<file path="src/rtl/gpio_ovr_pkg.sv">
// Shared constants for the GPIO port: register offsets, claimed pin
// positions and the implemented-bit mask of the direction register.
package gpio_ovr_pkg;
    localparam int PORT_W   = 8;
    localparam int ADDR_W   = 2;
    localparam int OFS_DATA = 0;
    localparam int OFS_DIR  = 1;
    localparam int OFS_STAT = 2;
    localparam int PIN_SCL  = 7;
    localparam int PIN_SDA  = 6;
    localparam int PIN_TXD  = 5;
    localparam int PIN_RXD  = 4;
    localparam int PIN_DAC1 = 1;
    localparam int PIN_DAC0 = 0;
    localparam logic [PORT_W-1:0] DIR_IMPL = 8'hFB;
endpackage

</file>
<file path="src/rtl/gpio_ovr_sync.sv">
// Multi-flop synchronizer for the pad inputs.
// Assumes: pad_in is asynchronous to clk; STAGES >= 2.
module gpio_ovr_sync #(
    parameter int W      = 8,
    parameter int STAGES = 2
) (
    input  logic         clk,
    input  logic         rst_n,
    input  logic [W-1:0] d_in,
    output logic [W-1:0] q_out
);
    logic [W-1:0] chain [STAGES];

    // Purpose: shift the pad levels through the flop chain
    always_ff @(posedge clk) begin
        if (!rst_n) chain[0] <= '0;
        else        chain[0] <= d_in;
    end

    for (genvar s = 1; s < STAGES; s++) begin : g_stage
        // Purpose: one later stage of the chain
        always_ff @(posedge clk) begin
            if (!rst_n) chain[s] <= '0;
            else        chain[s] <= chain[s-1];
        end
    end

    assign q_out = chain[STAGES-1];
endmodule

</file>
<file path="src/rtl/gpio_ovr_regs.sv">
// Register bank: data and direction registers, plus the read mux.
// Assumes: single-cycle accesses; reads are combinational; unmapped
// offsets read zero; DIR_MASK clears the unimplemented direction bits.
module gpio_ovr_regs
    import gpio_ovr_pkg::*;
#(
    parameter int          W        = PORT_W,
    parameter int          AW       = ADDR_W,
    parameter logic [W-1:0] DIR_MASK = DIR_IMPL
) (
    input  logic          clk,
    input  logic          rst_n,
    input  logic          bus_sel,
    input  logic          bus_wr,
    input  logic [AW-1:0] bus_addr,
    input  logic [W-1:0]  bus_wdata,
    input  logic [W-1:0]  stat_in,
    output logic [W-1:0]  bus_rdata,
    output logic [W-1:0]  data_q,
    output logic [W-1:0]  dir_q
);
    localparam logic [AW-1:0] A_DATA = AW'(OFS_DATA);
    localparam logic [AW-1:0] A_DIR  = AW'(OFS_DIR);
    localparam logic [AW-1:0] A_STAT = AW'(OFS_STAT);

    logic wr_en;
    assign wr_en = bus_sel && bus_wr;

    // Purpose: store the data register
    always_ff @(posedge clk) begin
        if (!rst_n)                            data_q <= '0;
        else if (wr_en && bus_addr == A_DATA)  data_q <= bus_wdata;
    end

    // Purpose: store the direction register (implemented bits only)
    always_ff @(posedge clk) begin
        if (!rst_n)                           dir_q <= '0;
        else if (wr_en && bus_addr == A_DIR)  dir_q <= bus_wdata & DIR_MASK;
    end

    // Purpose: select the read data
    always_comb begin
        bus_rdata = '0;
        if (bus_sel && !bus_wr) begin
            case (bus_addr)
                A_DATA:  bus_rdata = data_q;
                A_DIR:   bus_rdata = dir_q;
                A_STAT:  bus_rdata = stat_in;
                default: bus_rdata = '0;
            endcase
        end
    end
endmodule

</file>
<file path="src/rtl/gpio_ovr_pinmux.sv">
// Per-pin owner mux: a claimed pin takes its enable and value from the
// function that claims it; any other pin follows the direction and data bits.
// Assumes: own/p_oe/p_out are already gathered into per-pin vectors.
module gpio_ovr_pinmux #(
    parameter int W = 8
) (
    input  logic [W-1:0] own,
    input  logic [W-1:0] p_oe,
    input  logic [W-1:0] p_out,
    input  logic [W-1:0] dir_q,
    input  logic [W-1:0] data_q,
    output logic [W-1:0] pad_oe,
    output logic [W-1:0] pad_out
);
    for (genvar i = 0; i < W; i++) begin : g_pin
        // Purpose: choose the owner of pin i
        always_comb begin
            pad_oe[i]  = own[i] ? p_oe[i]  : dir_q[i];
            pad_out[i] = own[i] ? p_out[i] : data_q[i];
        end
    end
endmodule

</file>
<file path="src/rtl/gpio_port_ovr.sv">
// Top of the GPIO port. Gathers the peripheral claims into per-pin
// vectors and wires the register bank, the synchronizer and the pin mux.
// Assumes: peripheral enables are synchronous to clk.
module gpio_port_ovr
    import gpio_ovr_pkg::*;
#(
    parameter int SYNC_STAGES = 2
) (
    input  logic              clk,
    input  logic              rst_n,
    input  logic              bus_sel,
    input  logic              bus_wr,
    input  logic [ADDR_W-1:0] bus_addr,
    input  logic [PORT_W-1:0] bus_wdata,
    output logic [PORT_W-1:0] bus_rdata,
    input  logic              i2c_en,
    input  logic              i2c_scl_oe,
    input  logic              i2c_scl_o,
    input  logic              i2c_sda_oe,
    input  logic              i2c_sda_o,
    input  logic              uart_tx_en,
    input  logic              uart_txd,
    input  logic              uart_rx_en,
    input  logic [1:0]        dac_en,
    input  logic [PORT_W-1:0] pad_in,
    output logic [PORT_W-1:0] pad_out,
    output logic [PORT_W-1:0] pad_oe
);
    logic [PORT_W-1:0] data_q, dir_q, stat_q;
    logic [PORT_W-1:0] own, p_oe, p_out;

    // Purpose: collect which function claims each pin and what it drives
    always_comb begin
        own   = '0;
        p_oe  = '0;
        p_out = '0;
        own[PIN_SCL]  = i2c_en;
        p_oe[PIN_SCL] = i2c_scl_oe;
        p_out[PIN_SCL] = i2c_scl_o;
        own[PIN_SDA]  = i2c_en;
        p_oe[PIN_SDA] = i2c_sda_oe;
        p_out[PIN_SDA] = i2c_sda_o;
        own[PIN_TXD]  = uart_tx_en;
        p_oe[PIN_TXD] = 1'b1;
        p_out[PIN_TXD] = uart_txd;
        own[PIN_RXD]  = uart_rx_en;
        own[PIN_DAC1] = dac_en[1];
        p_oe[PIN_DAC1] = 1'b1;
        own[PIN_DAC0] = dac_en[0];
        p_oe[PIN_DAC0] = 1'b1;
    end

    gpio_ovr_regs #(.W(PORT_W), .AW(ADDR_W), .DIR_MASK(DIR_IMPL)) regs_i (
        .clk(clk), .rst_n(rst_n), .bus_sel(bus_sel), .bus_wr(bus_wr),
        .bus_addr(bus_addr), .bus_wdata(bus_wdata), .stat_in(stat_q),
        .bus_rdata(bus_rdata), .data_q(data_q), .dir_q(dir_q)
    );

    gpio_ovr_sync #(.W(PORT_W), .STAGES(SYNC_STAGES)) sync_i (
        .clk(clk), .rst_n(rst_n), .d_in(pad_in), .q_out(stat_q)
    );

    gpio_ovr_pinmux #(.W(PORT_W)) mux_i (
        .own(own), .p_oe(p_oe), .p_out(p_out), .dir_q(dir_q),
        .data_q(data_q), .pad_oe(pad_oe), .pad_out(pad_out)
    );
endmodule

</file>
<file path="config.mk">
export PLATFORM = sky130hd
export DESIGN_NAME = gpio_port_ovr
export DESIGN_NICKNAME = d
export VERILOG_FILES = /design/src/rtl/gpio_ovr_pkg.sv /design/src/rtl/gpio_ovr_sync.sv /design/src/rtl/gpio_ovr_regs.sv /design/src/rtl/gpio_ovr_pinmux.sv /design/src/rtl/gpio_port_ovr.sv
export SDC_FILE = /design/constraint.sdc
export NUM_CORES = 1
export LEC_CHECK = 0
export BUFFER_PORTS_ARGS = -buffer_cell sky130_fd_sc_hd__buf_2
export CAP_MARGIN = 20
export CORE_ASPECT_RATIO = 1.5
export CORE_MARGIN = 5
export CORE_UTILIZATION = 50
export CTS_BUF_LIST = sky130_fd_sc_hd__clkbuf_16
export DETAILED_ROUTE_END_ITERATION = 10
export GPL_TIMING_DRIVEN = 1
export PLACE_DENSITY = 0.82
export SKIP_LAST_GASP = 1
export SYNTH_ARGS = -nofsm -noshare
export SYNTH_HDL_FRONTEND = slang
export SYNTH_SLANG_ARGS = --single-unit
</file>
<file path="constraint.sdc">
create_clock -name clk -period 2.72 [get_ports clk]
set_clock_uncertainty 0.1 [all_clocks]
set_input_delay 0.408 -clock clk [delete_from_list [all_inputs] [get_ports clk]]
set_output_delay 0.408 -clock clk [all_outputs]
set_load 0.01 [all_outputs]
</file>
==> impl_metrics.json <==
{
  "finalCriticalPeriod_ns": 1.934,
  "area_growth_pct": 23.92,
  "hold_start": "pad_in[4]",
  "synth_area_leaders": "dfxtp_1 (44%), a211oi_1 (7.4%), and2_1 (7.0%)",
  "port_buffers": 54,
  "setup-tns-final_ns": 0,
  "synth_fa_ha_area_frac": 0,
  "netlist_area_um2": 1423,
  "fmax_mhz": 517.0,
  "end_kind": "output pin",
  "clock_latency_ns": 0.27,
  "antenna_found_initial": 0,
  "fin_crit_sh": 0.7111,
  "track_usage": 0.1774,
  "worstPathArrival_ns": 1.43,
  "place.gp.congestion": 0.7243,
  "die_area_um2": 4034,
  "swShare": 0.2168,
  "yosysUniqueCellTypes": 25,
  "synth_fp_nets": 179,
  "hpwl_um": 2376,
  "synth_xor_area_frac": 0,
  "clockBufferDepth": 2,
  "status": "complete, no violations",
  "ctsResizeCount": 0,
  "synth_ff_type": "dfxtp_1",
  "power_frac_clock": 0.462,
  "power_uw": 1081,
  "reg2reg_from": "regs_i.dir_q[7]$_SDFFE_PN0P_",
  "yosysTopAreaCell": "dfxtp_1",
  "yosysMostFrequentCell": "dfxtp_1",
  "grt_pass1_vias": 1189,
  "leakagePower_uw": 0.0007948,
  "die_h_um": 75.33,
  "die_x_um": 53.55,
  "synth_top_cell_area_share": 0.4362,
  "synth_common_cells": "dfxtp_1 (31), and2_1 (16), a211oi_1 (14)",
  "cp_max_fo": 25,
  "n_fill_cell": 245,
  "overflow": 0,
  "power_density_nw_per_um2": 612.9,
  "cp-start-kind": "primary input",
  "finalHoldViolations": 0,
  "async_reset_ff_frac": 0,
  "nets": 226,
  "r2r_slack_ns": 1.99,
  "min_to": "sync_i.chain[0][4]$_SDFF_PN0_",
  "n_antenna_cell": 0,
  "final_antenna_net_count": 0,
  "ys.warnings.count": 0,
  "grt_pass1_wl_um": 5023,
  "r2r_cells": 2,
  "worstPathRequired_ns": 2.21,
  "rows": 23,
  "timing.rr.end": "regs_i.dir_q[7]$_SDFFE_PN0P_",
  "start_util": 0.5259,
  "post-cts-setup-buffers": 0,
  "ctsHoldBuffers": 0,
  "peakVddDrop_mv": 0.7797,
  "detail_route.vias_per_cell": 5.061,
  "relSlewSlack": 0.6155,
  "p_seq_frac": 0.442,
  "rsz0062_at_grt": "false",
  "synth_top_family_by_area": "simple AND/OR/NAND/NOR gates",
  "clock-sinks": 31,
  "drc_errors": 0,
  "htreeDepth": 2,
  "cts_buffers": 5,
  "syn_avg_cell_area_um2": 9.678,
  "coreArea_um2": 2705,
  "clk_pin_slew_ns": 0.05,
  "drt_wl_total_um": 3114,
  "setup_viol": 0,
  "synth_cells": 147,
  "slew_violations": 0,
  "cts_root_buffer": "clkbuf_16",
  "grt_start_max_net_pins": 40,
  "min_path_type": "primary input to flop",
  "first_pass_iters": 4,
  "ys_seq_area_frac": 0.4362,
  "drive_gt1_frac": 0.4124,
  "switching_power_uw": 234.3,
  "p_int_uw": 846.2,
  "tightest_slew_ns": 0.5767,
  "cts_tree": "built",
  "drtIter0Drc": 18,
  "combPwrFrac": 0.095,
  "worstSetupPathType": "primary input to output pin",
  "vias": 1169,
  "maxCapViolations": 0,
  "synth_compound_area_frac": 0.1478,
  "ys_seq_elements": 31,
  "synth_edf_count": 0,
  "synthSimpleGateAreaFrac": 0.2841,
  "io_pins": 56,
  "wl_per_cell_um": 13.48,
  "muxShareOfSynthArea": 0.04661,
  "whs_path_depth": 2
}
==> through the flow <==
step | cell area (um2) | utilization | worst slack, ns | instances | hold slack (ns)
floorplan | 1423 | - | 1.090 | 147 | 0.3119
global placement | 1629 | 0.6022 | 0.8391 | 224 | 0.3142
detailed placement | 1629 | 0.6022 | 0.7940 | 224 | 0.3184
CTS | 1763 | 0.6517 | 0.8006 | 231 | 0.2338
global route | 1763 | 0.6517 | 0.6874 | 231 | 0.2500
finish | 1763 | 0.6517 | 0.7857 | 231 | 0.2352
==> cell families (layout without fill, tap and decap cells) <==
group,count (synthesis),count (layout)
buffers and inverters,15,62
other,1,1
and+or+nand+nor,65,65
muxes,6,6
AOI/OAI and AO/OA,29,29
DFF,31,31
==> layer usage <==
metal / vias up / GRT usage / share of wire / wire [um]
met5: - / 0 / 0 / 0
met4: 0 / 0.08523 / 0.021 / 65
met3: 7 / 0.07045 / 0.082 / 255
met2: 41 / 0.3383 / 0.57 / 1781
met1: 527 / 0.1552 / 0.32 / 1012
li1: 594 / - / - / -
==> state kept, by name, summed over array words and instances, names as in the netlist <==
name,count
sync_i.chain,16
regs_i.data_q,8
regs_i.dir_q,7
==> critical path: stages <==
cell,delay (ns)
buf_2,0.33
and2b_1,0.23
a211oi_1,0.21
a211oi_1,0.08
buf_2,0.16
==> worst max path at each step <==
| stage | start | end | slack [ns] | cells after the start |
|---|---|---|---|---|
| 2_1_floorplan | bus_addr[0] | bus_rdata[0] | 1.09 | 4 |
| 3_3_place_gp | bus_addr[0] | bus_rdata[7] | 0.84 | 5 |
| 3_5_place_dp | bus_addr[0] | bus_rdata[7] | 0.79 | 5 |
| 4_1_cts | bus_addr[0] | bus_rdata[3] | 0.80 | 5 |
| 5_1_grt | bus_addr[0] | bus_rdata[1] | 0.69 | 5 |
| 6_report | bus_addr[0] | bus_rdata[7] | 0.79 | 5 |
==> cell usage in the layout (no fill, tap or decap), types with 2 or more instances in the layout <==
cell type,n
a211oi_1,14
and2_1,16
and2b_1,2
buf_2,54
clkbuf_16,5
dfxtp_1,31
mux2_2,5
nand2_1,9
nand2b_1,7
nand3_1,13
nand3_2,2
nor2b_1,9
o21ai_1,7
o21ai_2,8
or2_2,3
==> power by group through the flow <==
stage | clock [uW] | sequential, uW | combinational, uW
after floorplan | 0 | 484 | 69.0
after global placement | 0 | 486 | 100
after detailed placement | 0 | 486 | 104
after CTS | 510 | 478 | 105
after global routing | 535 | 479 | 115
final | 500 | 478 | 103
==> final cells by class <==
type                       instances  area (um2)  share of cell area
tap                               37       46.29             0.02626
sequential                        31       620.6              0.3520
multi-input combinational        101       684.4              0.3882
clock inverter                     2       8.758            0.004968
timing repair buffer              55       277.8              0.1576
clock buffer                       5       125.1             0.07097
(Power assumes the default switching activity.)
